<file path="config.mk">
export PLATFORM = sky130hd
export DESIGN_NAME = slave_port_arbiter
export DESIGN_NICKNAME = d
export VERILOG_FILES = /design/src/rtl/arb_pkg.sv /design/src/rtl/arb_prio_pick.sv /design/src/rtl/arb_run_limit.sv /design/src/rtl/slave_port_arbiter.sv
export SDC_FILE = /design/constraint.sdc
export NUM_CORES = 1
export LEC_CHECK = 0
export BUFFER_PORTS_ARGS = -buffer_cell sky130_fd_sc_hd__buf_2
export CAP_MARGIN = 5
export CORE_UTILIZATION = 49
export CTS_BUF_LIST = sky130_fd_sc_hd__clkbuf_2 sky130_fd_sc_hd__clkbuf_4 sky130_fd_sc_hd__clkbuf_8
export DETAILED_ROUTE_END_ITERATION = 12
export PLACE_DENSITY = 0.9
export SYNTH_ARGS = -nofsm -noshare
export SYNTH_HDL_FRONTEND = slang
export SYNTH_HIERARCHICAL = 1
export SYNTH_SLANG_ARGS = --single-unit
</file>
<file path="constraint.sdc">
create_clock -name clk -period 4.1 [get_ports clk]
set_input_delay 1.025 -clock clk [delete_from_list [all_inputs] [get_ports clk]]
set_output_delay 1.025 -clock clk [all_outputs]
set_load 0.01 [all_outputs]
</file>
<file path="src/rtl/arb_pkg.sv">
// Shared definitions for the slave-port arbiter.
// Assumes: nothing beyond IEEE 1800-2017 packages.
package arb_pkg;

    // Reason the current run stops at this edge (the request-drop case is handled in the top).
    typedef enum logic [1:0] {
        END_NONE  = 2'd0,
        END_BURST = 2'd1,
        END_SLOT  = 2'd2
    } end_cause_e;

    // Default geometry shared by the modules.
    localparam int unsigned DEF_MASTERS = 4;
    localparam int unsigned DEF_PRIO_W  = 2;
    localparam int unsigned DEF_BURST_W = 4;
    localparam int unsigned DEF_SLOT_W  = 8;

endpackage

</file>
<file path="src/rtl/arb_prio_pick.sv">
// Priority picker: from a candidate mask, chooses the master with the largest
// priority, breaking ties toward the lowest index.
// Assumes: purely combinational; the candidate mask is already filtered by
// access permission and the fairness rule.
module arb_prio_pick #(
    parameter int unsigned N  = arb_pkg::DEF_MASTERS,
    parameter int unsigned PW = arb_pkg::DEF_PRIO_W,
    parameter int unsigned IW = (N > 1) ? $clog2(N) : 1
) (
    input  logic [N-1:0]    cand,
    input  logic [N*PW-1:0] prio_flat,
    output logic            pick_vld,
    output logic [IW-1:0]   pick_idx
);

    logic [PW-1:0] prio_a [N];
    logic [PW-1:0] best;

    // Unpack the per-master priority fields.
    for (genvar g = 0; g < N; g++) begin : g_unpack
        assign prio_a[g] = prio_flat[g*PW +: PW];
    end

    // Scan from the top index down; ">=" lets a lower index take an equal priority.
    always_comb begin
        pick_vld = 1'b0;
        pick_idx = '0;
        best     = '0;
        for (int i = N - 1; i >= 0; i--) begin
            if (cand[i] && (!pick_vld || prio_a[i] >= best)) begin
                pick_vld = 1'b1;
                pick_idx = IW'(i);
                best     = prio_a[i];
            end
        end
    end

endmodule

</file>
<file path="src/rtl/arb_run_limit.sv">
// Run limiter: counts beats and owned cycles of the current run and reports
// when the beat limit or the cycle limit is reached.
// Assumes: run_start pulses on the edge that installs a new owner; beats are
// single-cycle, so every clock edge is a beat boundary.
module arb_run_limit #(
    parameter int unsigned BW = arb_pkg::DEF_BURST_W,
    parameter int unsigned SW = arb_pkg::DEF_SLOT_W
) (
    input  logic                clk,
    input  logic                rst_n,
    input  logic                run_start,
    input  logic                owner_vld,
    input  logic                beat,
    input  logic [BW-1:0]       burst_cap,
    input  logic [SW-1:0]       slot_cap,
    output arb_pkg::end_cause_e cause
);
    import arb_pkg::*;

    logic [BW-1:0] beat_cnt;
    logic [SW-1:0] cyc_cnt;
    logic [BW:0]   beat_nxt;
    logic [SW:0]   cyc_nxt;

    assign beat_nxt = {1'b0, beat_cnt} + 1'b1;
    assign cyc_nxt  = {1'b0, cyc_cnt} + 1'b1;

    // Count beats and owned cycles; restart on a new run; saturate at the top.
    always_ff @(posedge clk) begin
        if (!rst_n || run_start) begin
            beat_cnt <= '0;
            cyc_cnt  <= '0;
        end else if (owner_vld) begin
            if (beat && !beat_nxt[BW]) beat_cnt <= beat_nxt[BW-1:0];
            if (!cyc_nxt[SW])          cyc_cnt  <= cyc_nxt[SW-1:0];
        end
    end

    // Raise the end cause on the edge where a limit is met; a zero limit is off.
    always_comb begin
        cause = END_NONE;
        if (owner_vld) begin
            if (burst_cap != '0 && beat && beat_nxt >= {1'b0, burst_cap})
                cause = END_BURST;
            else if (slot_cap != '0 && cyc_nxt >= {1'b0, slot_cap})
                cause = END_SLOT;
        end
    end

    // a new run begins with no beats counted.
    a_r7_fresh_run: assert property (@(posedge clk) disable iff (!rst_n)
        run_start |=> (beat_cnt == '0 && cyc_cnt == '0));

endmodule

</file>
<file path="src/rtl/slave_port_arbiter.sv">
// Slave-port arbiter top: masks requests by the static access map, applies
// the no-consecutive-run rule under contention, picks by priority, and holds
// the winner until the run ends.
// Assumes: ACCESS_MASK is fixed at build time; gnt is a registered one-hot.
module slave_port_arbiter #(
    parameter int unsigned   N_MST       = arb_pkg::DEF_MASTERS,
    parameter int unsigned   PRIO_W      = arb_pkg::DEF_PRIO_W,
    parameter int unsigned   BURST_W     = arb_pkg::DEF_BURST_W,
    parameter int unsigned   SLOT_W      = arb_pkg::DEF_SLOT_W,
    parameter logic [N_MST-1:0] ACCESS_MASK = 4'b1011
) (
    input  logic                       clk,
    input  logic                       rst_n,
    input  logic [N_MST-1:0]           req,
    input  logic                       beat,
    input  logic [N_MST*PRIO_W-1:0]    prio_flat,
    input  logic [N_MST*BURST_W-1:0]   burst_cap_flat,
    input  logic [SLOT_W-1:0]          slot_cap,
    output logic [N_MST-1:0]           gnt
);
    import arb_pkg::*;

    localparam int unsigned IDX_W = (N_MST > 1) ? $clog2(N_MST) : 1;

    logic [IDX_W-1:0]   owner_q, last_q, pick_idx;
    logic               owner_vld_q, last_vld_q, pick_vld;
    logic [N_MST-1:0]   elig, cand, last_mask;
    logic [BURST_W-1:0] cur_cap;
    logic               run_end, rearb, run_start, contended;
    end_cause_e         cause;

    assign elig      = req & ACCESS_MASK;
    assign last_mask = N_MST'(1) << last_q;
    assign contended = ($countones(elig) > 1) && last_vld_q;

    // Drop the previous holder from the candidates when others are also waiting.
    always_comb begin
        cand = elig;
        if (contended) cand = elig & ~last_mask;
    end

    arb_prio_pick #(.N(N_MST), .PW(PRIO_W), .IW(IDX_W)) u_pick (
        .cand     (cand),
        .prio_flat(prio_flat),
        .pick_vld (pick_vld),
        .pick_idx (pick_idx)
    );

    assign cur_cap = burst_cap_flat[owner_q*BURST_W +: BURST_W];

    arb_run_limit #(.BW(BURST_W), .SW(SLOT_W)) u_limit (
        .clk      (clk),
        .rst_n    (rst_n),
        .run_start(run_start),
        .owner_vld(owner_vld_q),
        .beat     (beat),
        .burst_cap(cur_cap),
        .slot_cap (slot_cap),
        .cause    (cause)
    );

    assign run_end   = owner_vld_q && (!elig[owner_q] || cause != END_NONE);
    assign rearb     = !owner_vld_q || run_end;
    assign run_start = rearb && pick_vld;

    // Install a new owner at a run boundary and record it as the last holder.
    always_ff @(posedge clk) begin
        if (!rst_n) begin
            owner_vld_q <= 1'b0;
            owner_q     <= '0;
            last_vld_q  <= 1'b0;
            last_q      <= '0;
        end else if (rearb) begin
            owner_vld_q <= pick_vld;
            if (pick_vld) begin
                owner_q    <= pick_idx;
                last_q     <= pick_idx;
                last_vld_q <= 1'b1;
            end
        end
    end

    // Drive the one-hot grant from the owner register.
    assign gnt = owner_vld_q ? (N_MST'(1) << owner_q) : '0;

    // at most one master granted.
    a_r1_gnt_onehot: assert property (@(posedge clk) disable iff (!rst_n)
        $onehot0(gnt));

    // a master outside the access map is never granted.
    a_r2_no_blocked: assert property (@(posedge clk) disable iff (!rst_n)
        (gnt & ~ACCESS_MASK) == '0);

    // under contention the previous holder loses the next arbitration.
    a_r5_no_repeat: assert property (@(posedge clk) disable iff (!rst_n)
        (rearb && contended) |=> !gnt[$past(last_q)]);

    // a grant always follows a request seen on the previous edge.
    a_r9_gnt_needs_req: assert property (@(posedge clk) disable iff (!rst_n)
        (gnt != '0) |-> ((gnt & $past(elig)) != '0));

    // with no eligible request the port goes idle.
    a_r9_idle_release: assert property (@(posedge clk) disable iff (!rst_n)
        (elig == '0) |=> (gnt == '0));

    // no change of grant inside a run.
    a_r10_hold: assert property (@(posedge clk) disable iff (!rst_n)
        (owner_vld_q && !run_end) |=> $stable(gnt));

endmodule

</file>
Word-level counts from Yosys, hierarchy flattened
Index checks and enable logic that the tools add are counted.
{ "classes": {"n_addsub": 4, "order_cmp": 7, "shifts": 2, "n_mux": 18, "n_bitwise": 3, "n_reduce_logical": 29} }
{ "op_table": {"columns": ["cell", "n"], "rows": [
  ["two-way mux 2 bit", 10],
  ["variable part select 16 x 5 -> 4 bit", 1],
  ["logical AND 1 bit", 10],
  ["adder 8 x 1 -> 9 bit (second input constant)", 1],
  ["greater-or-equal comparator 9 x 8 -> 1 bit", 1],
  ["two-way mux 4 bit", 2],
  ["nonzero test 8 bit", 1],
  ["zero test 1 bit", 7],
  ["greater-or-equal comparator 2 bit", 3],
  ["logical OR 1 bit", 6],
  ["AND reduction 2 bit", 3],
  ["adder 4 x 1 -> 5 bit (second input constant)", 1],
  ["greater-or-equal comparator 5 x 4 -> 1 bit", 1],
  ["two-way mux 1 bit", 5],
  ["bitwise AND 4 bit", 1],
  ["NOT 4 bit", 1],
  ["nonzero test 4 bit", 1],
  ["<< shifter 1 x 2 -> 4 bit (first input constant)", 1],
  ["adder 2 x 1 -> 3 bit", 1],
  ["> comparator 3 x 1 -> 1 bit (second input constant)", 1],
  ["less-than comparator 2 x 3 -> 1 bit (second input constant)", 1],
  ["adder 1 x 1 -> 2 bit", 1],
  ["binary-select mux 1 bit (select 2 bit)", 1],
  ["nonzero test 2 bit", 1],
  ["NOT 1 bit", 1]
]} }
{ "word_totals": {"reg_bits": 16, "in_bits": 39, "output_inout_bits": 4, "word_cells": 68} }

Depth between registers and ports, before layout
Gate-level depths: netlist of run 1.
{ "depth": {"depth_word": 20, "ltp_mapped": 21, "ltp_nobuf": 21} }

Cells and area by module
Netlist of run 1, hierarchy kept.
{ "modules_own_cells": {"columns": ["module", "instances", "cells_per_inst", "area_per_inst_um2", "seq_area_each_um2"], "rows": [
  ["arb_run_limit", 1, 117, 985.9, 240.2],
  ["slave_port_arbiter", 1, 40, 379.1, 80.1],
  ["arb_prio_pick", 1, 36, 262.8, 0.0]
]} }

Worst setup path after synthesis of run 1
OpenSTA, ideal clock, no wires.
{ "synth_timing": {"path_type": "input to register", "startpoint": "in req[0]", "endpoint": "reg last_q[1]", "setup_time_ps": 72, "arrival_time_ps": 4117, "required_ps": 4028, "slack_ps": -89, "stages": 17, "n_path_buf": 0, "path_cell_list": "ha_1 -> a21oi_1 -> nor2b_1 -> a31oi_1 -> nand2_1 -> mux2_2 -> ha_1 -> a21boi_0 -> o31ai_1 -> mux2_2 -> ha_1 -> nand2b_1 -> a21oi_1 -> nor2b_1 -> nor3_1 -> nand2_1 -> mux2i_1"} }
{ "synth_via": {"elab_cells_between_ends": 36, "cone_classes": "add/sub: 2; order compare: 4; mux: 14; bitwise: 1; reduce/logical: 15"} }
{ "synth_lines": {"columns": ["element", "line", "text"], "rows": [
  ["start: declaration", "slave_port_arbiter.sv:14", "input logic [N_MST-1:0] req,"],
  ["adder 1 x 1 -> 2 bit (implied by the code) (*)", "slave_port_arbiter.sv:34", "assign contended = ($countones(elig) > 1) && last_vld_q;"],
  ["adder 2 x 1 -> 3 bit (implied by the code) (*)", "slave_port_arbiter.sv:34", null],
  ["> comparator 3 x 1 -> 1 bit (*)", "slave_port_arbiter.sv:34", null],
  ["logical AND 1 bit (*)", "slave_port_arbiter.sv:34", null],
  ["two-way mux 4 bit (*)", "slave_port_arbiter.sv:39", "if (contended) cand = elig & ~last_mask;"],
  ["via cand[3]", "slave_port_arbiter.sv:27", "logic [N_MST-1:0] elig, cand, last_mask;"],
  ["two-way mux 2 bit or two-way mux 1 bit (tied branches)", "arb_prio_pick.sv:30", "if (cand[i] && (!pick_vld || prio_a[i] >= best)) begin"],
  ["greater-or-equal comparator 2 bit or zero test 1 bit (tied branches)", "arb_prio_pick.sv:30", null],
  ["(+4 left out)", null, null],
  ["logical OR 1 bit", "arb_prio_pick.sv:30", null],
  ["logical AND 1 bit", "arb_prio_pick.sv:30", null],
  ["two-way mux 2 bit or two-way mux 1 bit (tied branches)", "arb_prio_pick.sv:30", null],
  ["greater-or-equal comparator 2 bit or zero test 1 bit (tied branches)", "arb_prio_pick.sv:30", null],
  ["logical OR 1 bit", "arb_prio_pick.sv:30", null],
  ["logical AND 1 bit", "arb_prio_pick.sv:30", null],
  ["two-way mux 2 bit (*)", "arb_prio_pick.sv:30", null],
  ["via pick_idx[1]", "slave_port_arbiter.sv:25", "logic [IDX_W-1:0] owner_q, last_q, pick_idx;"],
  ["end signal: assignment", "slave_port_arbiter.sv:77", "last_q <= pick_idx;"],
  ["end: declaration", "slave_port_arbiter.sv:25", null]
]} }
Mark *: on every way through the listed nets, which the timed path passes. The rest lies on a longest branch. The select of a mux whose other input is x is not followed.
A chain may end at the register's enable or synchronous reset.

Worst setup path after layout of run 1
{ "layout_timing": {"startpoint": "in req[0]", "endpoint": "reg last_q[0]"} }
Same word-level chain as after synthesis.

==> results of run 1 <==
==> cell usage after synthesis (all sizes together), types with 4 or more instances <==
master / count
a21oi: 11
nor2b: 4
nand2b: 5
nor3: 7
xor2: 9
dfxtp: 16
inv: 19
nand3: 4
a211oi: 5
nor2: 18
xnor2: 4
ha: 21
nand2: 15
mux4: 4
mux2: 4
==> cell type report <==
cell class              instances  area share, %
inverters                      19           3.35
flip-flops and latches         16           15.1
multi-input cells             158           63.4
clock buffers                   4           1.71
repair buffers                 53           13.9
well taps                      44           2.59
==> state kept, by name (all words and copies together), names as in the netlist <==
register and flops:
last_q 2, last_vld_q 1, owner_vld_q 1, u_limit/beat_cnt 4, u_limit/cyc_cnt 8
==> stage by stage <==
step           util, %  cell area (um2)  power, W   TNS, ns
2_1_floorplan        -             1660  0.000281         0
3_3_place_gp      63.5             1970  0.000328    -0.429
3_5_place_dp      63.5             1970  0.000336    -0.606
4_1_cts           64.6             2010  0.000441         0
5_1_grt           68.5             2130  0.000496  -0.00292
6_report          68.5             2130  0.000465         0
==> metal layers <==
layer  part of all wire (%)  routed length [um]
met1                     43                1650
met2                     52                2000
met3                    2.6                 100
met4                    2.2                  83
met5                      0                   0
==> worst min-delay path by stage <==
stage                            startpoint                 endpoint  slack [ns]  cells past startpoint
detailed placement  last_vld_q$_SDFFE_PN0P_  last_vld_q$_SDFFE_PN0P_        0.47                      1
finish              last_vld_q$_SDFFE_PN0P_  last_vld_q$_SDFFE_PN0P_        0.49                      1
global placement    last_vld_q$_SDFFE_PN0P_  last_vld_q$_SDFFE_PN0P_        0.45                      1
CTS                 last_vld_q$_SDFFE_PN0P_  last_vld_q$_SDFFE_PN0P_        0.49                      1
floorplan           last_vld_q$_SDFFE_PN0P_  last_vld_q$_SDFFE_PN0P_        0.43                      1
global route        last_vld_q$_SDFFE_PN0P_  last_vld_q$_SDFFE_PN0P_        0.50                      1
==> repair_timing <==
| action | 4_1_cts | 5_1_grt |
|---|---|---|
| setup endpoints to repair | 2 | 2 |
| resized for setup | 0 | 14 |
| hold endpoints to repair | 0 | 0 |
| hold buffers | 0 | 0 |
| pin swaps | 2 | 8 |
| setup buffers | 0 | 3 |
==> power by group through the flow <==
stage / Combinational [W] / Clock (W) / Sequential (W)
after floorplan: 0.000108 / 0 / 0.000173
after global placement: 0.000150 / 0 / 0.000178
after detailed placement: 0.000157 / 0 / 0.000179
after CTS: 0.000158 / 0.000108 / 0.000175
after global routing: 0.000205 / 0.000114 / 0.000177
final: 0.000186 / 0.000104 / 0.000175
==> kinds of logic (layout without fill, tap and decap cells) <==
family	after synthesis	in the layout	share of synthesized area, %
other cells	1	5	0.230
buf+inv	23	76	5.38
fa+ha+maj	21	21	16.1
simple gates	67	67	21.4
flops	16	16	19.7
mux	11	11	10.6
compound gates	41	41	19.6
xor+xnor	13	13	6.99
==> metrics.md, run 1 <==
| Metric | Value |
|---|---|
| Outcome | finished, final reports clean |
| Critical Path Start | req[0] |
| Chip Width | 59.6 um |
| Met1 Use GR | approximately a quarter |
| Starting DRT DRC Count | 67 |
| Synth Register Bits | 16 |
| Peak VDD IR | 0.133 mV |
| Mapped Cells | slightly below 200 |
| Clk sinks | 16 |
| Share of layout cells above drive strength 1 | roughly a third |
| Ports | 43 |
| Most frequent cells in the layout | buf_2 (41), nor2_1 (18), inv_1 (17), ha_1 (17), dfxtp_1 (16) |
| Final #Nets | 311 |
| Port buffer count | 41 |
| Post-synth cell types | 48 |
| Final hold vios | 0 |
| Worst-skew pair later-pin latency | 0.30 ns |
| Switch share | about a third |
| Most frequent CP cell | ha_4 |
| Antenna cells | 0 |
| Core area | 0.00310 mm2 |
| Area of the multi-input gates | 0.00135 mm2 |
| Area grow syn2layout | 30.6% |
| Post-layout min period | 3.98 ns |
| Mapped Area | roughly 0.0016 mm2 |
| Crit path arrival time | 4.19 ns |
| Total net switching power | between 0.0001 and 0.00015 W |
| Crit-path slowest cell | mux2_2 |
| Met2 Use GR | around 45% |
| Ranking of synthesized cells by area | dfxtp_1 (20%), ha_1 (16%), xor2_1 (4.8%), inv_1 (4.2%), nor2_1 (4.2%) |
| Gr busiest metal | met2 |
| Clk slew on worst S/H paths | 0.08 ns |
| M3 GR Usage | 4.15% |
| Clock buffer count from CTS | 3 |
| Ys async rst share | 0% |
| Clock share of power | 22.4% |
| Final setup margin | 0.121 ns |
| Pre-CTS setup slack | -0.315 ns |
| Worst min-delay path category | flop to flop |
| CP startpoint kind | primary input |
| Number of fill cells | between 200 and 300 |
| Fmax | 251 MHz |
| MaxCap Viol Count | 0 |
| Power per cell area | roughly 220 mW/mm2 |
| Detailed Place HPWL | 2940 um |
| Cell Int Power | 0.000316 W |
| Pin count of the biggest net entering global routing | 19 |
| WP buf/inv | 2 |
| Crit Path Category | primary input to flop |
| Final Instance Count excl. Fillers | 294 |
| Dpl cells | about 290 |
| Max Slew Vio Count | 0 |
| Final ANT Viol Nets | 0 |
| Critical path depth in cells | 18 |
| Htree depth | 1 |
| Reg2reg setup slack | roughly 0.54 ns |
| CP cell instances | buf_2, ha_4, a21oi_4, nor2b_2, a31oi_2, nand2_1, mux2_4, ha_4, a21boi_4, o31ai_4, buf_4, mux2_2, ha_4, a21oi_1, nor2b_1, a21oi_1, nand2_1, mux2i_1 |
| First-pass GRT wire length | about 6300 um |
| Die H | about 60 um |
| Crit-path max cell delay | 0.34 ns |
| Cell row count | 20 |
| FF+latch area | between 300 and 400 um2 |
| Overall routing resource usage | 23.1% |
| Final wirelength | 3840 um |
| GRT overflow | 0 |
| TritonCTS clock tree | done |
| Comb power frac | 39.9% |
| Vias in the first global route | 1595 |
| Worst path required time | approximately 4.3 ns |
| 1st-pass router iterations | 4 |
| Via count | roughly 1600 |
| CTS Root Buffer Type | clkbuf_4 |
| DR vias/cell | 5.48 |
| Post-synthesis sequential area ratio | 19.7% |
| Syn_area_per_cell | 8.43 um2 |
| Reg2Reg Depth | 10 |
| Crit-path leading delay family | compound AO/OA/AOI/OAI gates |
| Post-route clock period utilization | 97.0% |
| Final setup fails | 0 |
| Initial antenna violation count | 0 |
| Top-area cell type share of the netlist area | 19.7% |
| P_leak | 1.02 nW |
| Die area | ~0.0036 mm2 |
| DRC | 0 |
| Yosys Warn Count | 6 |
| Routability cong. | 0.809 |
| CP Max Fanout | 3 |
| Register share of total power | between 30 and 40% |
| Crit end category | flop |
| Post-synth EDFFs | 0 |
| Post-synth top area cell | dfxtp_1 |
| Initial Util | between 50 and 60% |
| Hold_ws | 0.486 ns |
| Max clock buf depth | 2 |
| Critical Path Sink | last_q[0]$_SDFFE_PN0P_ |
| Relative slew margins | 59.9% |
| Most common cell after layout, fill and taps aside | buf_2 |
| Setup Skew | 0.00860 ns |
| Worst R2R Start | last_q[0]$_SDFFE_PN0P_ |
| Average wire per standard cell | 13.1 um |
| Top_reg_cell synth | dfxtp_1 |
| R2R Path End | u_limit/cyc_cnt[5]$_SDFFE_PP0P_ |
| Worst Tran Pin Value | around 0.60 ns |
No activity file was read; power rests on OpenSTA's default activity.
==> inputs of run 2 (changes only) <==
--- a/config.mk
+++ b/config.mk
@@ -7,10 +7,10 @@
 export LEC_CHECK = 0
 export BUFFER_PORTS_ARGS = -buffer_cell sky130_fd_sc_hd__buf_2
 export CAP_MARGIN = 5
-export CORE_UTILIZATION = 49
+export CORE_UTILIZATION = 30
 export CTS_BUF_LIST = sky130_fd_sc_hd__clkbuf_2 sky130_fd_sc_hd__clkbuf_4 sky130_fd_sc_hd__clkbuf_8
 export DETAILED_ROUTE_END_ITERATION = 12
-export PLACE_DENSITY = 0.9
+export PLACE_DENSITY = 0.64
 export SYNTH_ARGS = -nofsm -noshare
 export SYNTH_HDL_FRONTEND = slang
 export SYNTH_HIERARCHICAL = 1
==> run 2 against run 1 <==
Die area grew 61%. Routed wire length shrank 7.3%. Largest cell class unchanged. Count of clock-buffer cells in the layout is the same. Global-route usage shrank 9.2 points. Worst setup slack gained 0.012 ns. Flip-flop and latch count is the same. Design area grew 2.7%. First-iteration DRC count shrank 25%. Sequential share of layout area shrank 0.40 points. Clock skew shrank 0.0033 ns.
==> metrics.md, run 2 (synthesis results as in run 1) <==
| Metric | Value |
|---|---|
| Max Slew Vio Count | 0 (unchanged) |
| Pin count of the biggest net entering global routing | 19 (unchanged) |
| Total power draw | 0.000498 W (+7.0%) |
| Crit-path slowest cell | mux2_4 |
| Comb power frac | 36.0% (-3.9 points) |
| Top flop regs | u_limit/cyc_cnt: 8 flops, u_limit/beat_cnt: 4 flops, last_q: 2 flops |
| Crit end category | flop |
| Worst Tran Pin Value | 0.668 ns (+0.0667 ns) |
| Final ANT Viol Nets | 0 (unchanged) |
| Crit path arrival time | 4.16 ns (-0.03 ns) |
| Clk slew on worst S/H paths | 0.07 ns (about the same) |
| Placed cell areas | 0.00201 mm2 (+2.0%) |
| Pre-CTS setup slack | -0.328 ns (-0.0133 ns) |
| CP Max Fanout | 3 (unchanged) |
| Die area | 0.00572 mm2 (+61%) |
| Post-route cell area | 0.00218 mm2 (+2.7%) |
| 1st-pass router iterations | 4 (unchanged) |
| Dpl cells | 314 (+9.4%) |
| Chip Width | 75.7 um (+27%) |
| Peak VDD IR | 0.114 mV (-14%) |
| Crit Path Category | primary input to flop |
| Share of layout cells above drive strength 1 | 34.1% (+0.93 points) |
| Antenna cells | 0 (unchanged) |
| Most common cell after layout, fill and taps aside | buf_2 |
| Clock buffer count from CTS | 3 (unchanged) |
| Clock share of power | 28.4% (+6.0 points) |
| Htree depth | 1 (unchanged) |
| Final setup fails | 0 (unchanged) |
| Fmax | 252 MHz (+0.30%) |
| Clk sinks | 16 (unchanged) |
| Routability cong. | 0.777 (-3.9%) |
| CTS hold repair buffers | 0 (unchanged) |
| Biggest register | u_limit/cyc_cnt |
| Overall routing resource usage | 13.9% (-9.2 points) |
| Port buffer count | 41 (unchanged) |
| DR vias/cell | 4.78 (-13%) |
| Post-route clock period utilization | 96.7% (-0.29 points) |
| Worst path required time | 4.29 ns (-0.02 ns) |
| Crit-path max cell delay | 0.31 ns (-0.03 ns) |
| Max reg flops | 8 (unchanged) |
| Average wire per standard cell | 11.1 um (-15%) |
| Die H | 75.7 um (+27%) |
| Register share of total power | 35.6% (-2.1 points) |
| CTS Root Buffer Type | clkbuf_8 |
| Final setup margin | 0.133 ns (+0.0118 ns) |
| Starting DRT DRC Count | 50 (-25%) |
| First-pass GRT wire length | 6220 um (-0.67%) |
| Cell Int Power | 0.000348 W (+10%) |
| Total net switching power | 0.000149 W (+0.29%) |
| Area grow syn2layout | 34.1% |
| Most frequent cells in the layout | buf_2 (41), nor2_1 (18), inv_1 (17), ha_1 (17), dfxtp_1 (16) |
| Worst min-delay path category | flop to flop |
| Power per cell area | 228 mW/mm2 (+4.2%) |
| Vias in the first global route | 1484 (-7.0%) |
| Initial antenna violation count | 0 (unchanged) |
| CP cell instances | buf_2, ha_4, a21oi_2, nor2b_2, a31oi_2, nand2_1, mux2_4, ha_1, a21boi_4, o31ai_2, buf_4, mux2_4, ha_4, nand2b_4, a21oi_2, nor2b_1, nor3_1, nand2_1, mux2i_1 |
| Via count | 1540 (-4.3%) |
| Final Instance Count excl. Fillers | 322 (+9.5%) |
| Setup Skew | 0.00532 ns (-0.00327 ns) |
| Initial Util | 31.5% (-21 points) |
| TritonCTS clock tree | done |
| Final #Nets | 313 (+0.64%) |
| Worst-skew pair later-pin latency | 0.25 ns (-0.05 ns) |
| Switch share | 30.0% (-2.0 points) |
| DRC | 0 (unchanged) |
| Outcome | finished, final reports clean |
| Detailed Place HPWL | 2910 um (-1.0%) |
| GRT overflow | 0 (unchanged) |
| Sum Neg Setup Slack | 0 ns (unchanged) |
| Cell row count | 26 (+30%) |
| Relative slew margins | 55.4% (-4.5 points) |
| Final wirelength | 3560 um (-7.3%) |
| Ports | 43 (unchanged) |
| Post-layout min period | 3.97 ns (-0.0118 ns) |
| Core area | 0.00517 mm2 (+67%) |
| P_leak | 1.03 nW (+1.6%) |
| CP startpoint kind | primary input |
| Final hold vios | 0 (unchanged) |
| Max clock buf depth | 2 (unchanged) |
| MaxCap Viol Count | 0 (unchanged) |
## run 2: changes by cell type in the layout (fill, tap and decap cells not counted), sizes merged
cell and change:
buf +2
## run 2: final timing paths
path                                     endpoint  cells past startpoint  slack, ns               startpoint
hold / removal            last_vld_q$_SDFFE_PN0P_                      1       0.46  last_vld_q$_SDFFE_PN0P_
setup reg to reg  u_limit/cyc_cnt[6]$_SDFFE_PP0P_                     11       0.60   last_q[0]$_SDFFE_PN0P_
hold reg to reg           last_vld_q$_SDFFE_PN0P_                      1       0.46  last_vld_q$_SDFFE_PN0P_
setup / recovery           last_q[1]$_SDFFE_PN0P_                     19       0.13                   req[0]
## run 2: power by group through the flow
stage	registers, W	logic (W)	clock network [W]
finish	0.000177	0.000179	0.000141
floorplan	0.000173	0.000108	0
detailed placement	0.000181	0.000154	0
global placement	0.000181	0.000152	0
CTS	0.000177	0.000157	0.000147
global route	0.000179	0.000202	0.000154
## run 2: timing repair
| item | in CTS | in global routing |
|---|---|---|
| resized for setup | 0 | 14 |
| setup endpoints to repair | 2 | 2 |
| pin swaps | 1 | 8 |
| setup buffers | 1 | 3 |
## run 2: layer usage
metal,vias to the layer above,GRT usage [%],wire length [um]
li1,813,-,-
met1,712,16.4,1690
met2,10,25.7,1780
met3,5,2.38,64
met4,0,4.12,30
met5,-,0,0
## run 2: stage by stage
step	hold slack (ns)	utilization, %
global placement	0.462	38.8
finish	0.463	42.2
global route	0.502	42.2
CTS	0.486	40.1
detailed placement	0.469	38.8
floorplan	0.433	-
## run 2: worst max-delay path, delay by kind of cell
family | cells | cell delay, ns
buf+inv | 2 | 0.28
simple gates | 6 | 0.62
mux | 3 | 0.69
fa+ha+maj | 3 | 0.71
compound gates | 5 | 0.81
## run 2: cell type report
class / count / area, um2
clock buffer: 4 / 55.1
fill: 507 / 2990
inverter: 19 / 71.3
multi-input combinational: 158 / 1340
sequential: 16 / 320
tap: 70 / 87.6
timing repair buffer: 55 / 310
==> inputs of run 3 (changes only) <==
==> constraint.sdc (replaced) <==
create_clock -name clk -period 3.5 [get_ports clk]
set_input_delay 0.875 -clock clk [delete_from_list [all_inputs] [get_ports clk]]
set_output_delay 0.875 -clock clk [all_outputs]
set_load 0.01 [all_outputs]
==> run 3 against run 2 <==
The run now ends with negative setup slack left. Combinational power is 28% higher. Register-to-register slack worse by 0.28 ns. Clock power is 17% higher. Cell count is 0.93% higher. Sequential share of layout area is 0.51 points lower. Hold slack better by 0.0094 ns. Highest routed layer unchanged.
==> metrics.md, run 3 (synthesis results as in run 1) <==
| Metric | Value |
|---|---|
| Reg2reg setup slack | 0.32 ns (-0.28 ns) |
| Final #Nets | 316 (+0.96%) |
| Pin count of the biggest net entering global routing | 19 (unchanged) |
| Vias in the first global route | 1395 (-6.0%) |
| Most common cell after layout, fill and taps aside | buf_2 |
| Initial Util | 31.5% (unchanged) |
| DR vias/cell | 4.73 (-1.1%) |
| Total power draw | 0.000601 W (+21%) |
| CP Max Fanout | 3 (unchanged) |
| GRT overflow | 0 (unchanged) |
| Power per cell area | 265 mW/mm2 (+16%) |
| Worst-skew pair later-pin latency | 0.25 ns (about the same) |
| RSZ-0062 raised after global routing | yes |
| Violated checks | negative setup slack |
| First-pass GRT wire length | 5910 um (-4.9%) |
| Max reg flops | 8 (unchanged) |
| Register share of total power | 34.2% (-1.4 points) |
| 1st-pass router iterations | 4 (unchanged) |
| Routability cong. | 0.774 (-0.40%) |
| Antenna cells | 0 (unchanged) |
| Post-route clock period utilization | 102% |
| Final ANT Viol Nets | 0 (unchanged) |
| Most frequent cells in the layout | buf_2 (39), nor2_1 (18), inv_1 (17), buf_4 (17), ha_1 (17) |
| Die area | 0.00572 mm2 (unchanged) |
| Clk slew on worst S/H paths | 0.07 ns (about the same) |
| Reg2Reg Depth | 14 (+3) |
| Initial antenna violation count | 0 (unchanged) |
| Cell Int Power | 0.000420 W (+21%) |
| CP startpoint kind | primary input |
| DRC | 0 (unchanged) |
| Die H | 75.7 um (unchanged) |
| Via count | 1538 (-0.13%) |
| Hold_ws | 0.473 ns (+0.00937 ns) |
| Share of layout cells above drive strength 1 | 36.9% (+2.7 points) |
| Ports | 43 (unchanged) |
| Chip Width | 75.7 um (unchanged) |
| Detailed Place HPWL | 2910 um (about the same) |
| Starting DRT DRC Count | 60 (+20%) |
| Top flop regs | u_limit/cyc_cnt: 8 flops, u_limit/beat_cnt: 4 flops, last_q: 2 flops |
| Worst path required time | 3.68 ns (-0.61 ns) |
| Final hold vios | 0 (unchanged) |
| Port buffer count | 41 (unchanged) |
| Worst min-delay path category | flop to flop |
| Hold path startpoint | last_vld_q$_SDFFE_PN0P_ |
| Comb power frac | 38.3% (+2.3 points) |
| P_leak | 1.07 nW (+3.5%) |
| Crit end category | flop |
| Crit Path Category | primary input to flop |
| Max clock buf depth | 2 (unchanged) |
| Hold Path Sink | last_vld_q$_SDFFE_PN0P_ |
| Core area | 0.00517 mm2 (unchanged) |
| Final setup fails | 2 (+2) |
| Clock share of power | 27.5% (-0.9 points) |
| Fmax | 279 MHz |
| Hold Crit Depth | 1 (unchanged) |
| CTS Root Buffer Type | clkbuf_8 |
| Setup Skew | 0.00430 ns (-0.00102 ns) |
| Average wire per standard cell | 10.6 um (-4.3%) |
| Total net switching power | 0.000180 W (+21%) |
| Post-layout min period | 3.58 ns |
| Worst R2R Start | u_limit/cyc_cnt[0]$_SDFFE_PP0P_ |
| Worst Tran Pin Value | 0.617 ns (-0.0507 ns) |
| Cell row count | 26 (unchanged) |
| MaxCap Viol Count | 0 (unchanged) |
| Outcome | finished with violations |
| R2R Path End | u_limit/cyc_cnt[5]$_SDFFE_PP0P_ |
| Clock buffer count from CTS | 3 (unchanged) |
| Overall routing resource usage | 13.3% (-0.59 points) |
| Biggest register | u_limit/cyc_cnt |
| TritonCTS clock tree | done |
| Switch share | 30.0% (about the same) |
| Final wirelength | 3440 um (-3.4%) |
| Crit path arrival time | 3.76 ns (-0.40 ns) |
| Area grow syn2layout | 39.5% |
| Final setup margin | -0.0791 ns (-0.212 ns) |
| Clk sinks | 16 (unchanged) |
| Peak VDD IR | 0.125 mV (+9.3%) |
| Max Slew Vio Count | 0 (unchanged) |
| Htree depth | 1 (unchanged) |
| Relative slew margins | 58.8% (+3.4 points) |
## run 3: power by group through the flow
stage	sequential [W]	combinational (W)	clock (W)
2_1_floorplan	0.000202	0.000152	0
3_3_place_gp	0.000208	0.000211	0
3_5_place_dp	0.000208	0.000216	0
4_1_cts	0.000205	0.000229	0.000170
5_1_grt	0.000208	0.000256	0.000181
6_report	0.000205	0.000230	0.000165
## run 3: critical path, cell delays in order
cell      delay (ns)
buf_8           0.10
ha_4            0.23
a21oi_4         0.14
nor2b_4         0.06
a31oi_4         0.18
nand2_2         0.07
mux2_4          0.28
ha_4            0.21
a21boi_4        0.14
o31ai_4         0.29
mux2_4          0.34
ha_4            0.21
nand2b_4        0.13
a21oi_2         0.14
nor2b_2         0.07
a21oi_2         0.11
nand2_1         0.07
mux2i_1         0.12
## run 3: worst max path at each step
stage	from	endpoint	slack, ns	cells past startpoint
CTS	req[3]	last_q[0]$_SDFFE_PN0P_	-0.13	18
finish	req[3]	last_q[0]$_SDFFE_PN0P_	-0.08	18
global route	req[3]	last_q[1]$_SDFFE_PN0P_	-0.21	18
global placement	req[0]	last_q[1]$_SDFFE_PN0P_	-0.52	18
detailed placement	req[0]	last_q[1]$_SDFFE_PN0P_	-0.57	18
floorplan	req[0]	last_q[1]$_SDFFE_PN0P_	-0.27	17
## run 3: repair_timing
action                     CTS  global route
cloned                       0             0
setup endpoints to repair    2             3
pin swaps                   11             0
setup buffers                4             0
resized for setup            8             5
hold buffers                 0             0
## run 3: cell type report
cell class,instances,area (um2)
timing repair buffer,58,349
tap,70,87.6
inverter,19,71.3
sequential,16,322
fill,523,2900
multi-input combinational,158,1390
clock buffer,4,55.1
## run 3: routing by layer
layer / vias to the layer above / track usage, % / part of all wire (%)
li1: 813 / - / -
met1: 702 / 16.6 / 45
met2: 18 / 23.9 / 52
met3: 5 / 2.38 / 2.9
met4: 0 / 3.09 / 0.73
met5: - / 0 / 0
## run 3: per-stage QoR
stage,instance area [um2],utilization (%),TNS [ns],worst slack (ns),cells
after CTS,2260,43.6,-0.219,-0.126,325
after global routing,2270,43.9,-0.395,-0.205,325
after detailed placement,2130,41.2,-1.20,-0.574,317
after global placement,2130,41.2,-1.06,-0.519,317
final,2270,43.9,-0.138,-0.0791,325
after floorplan,1760,-,-0.486,-0.274,197
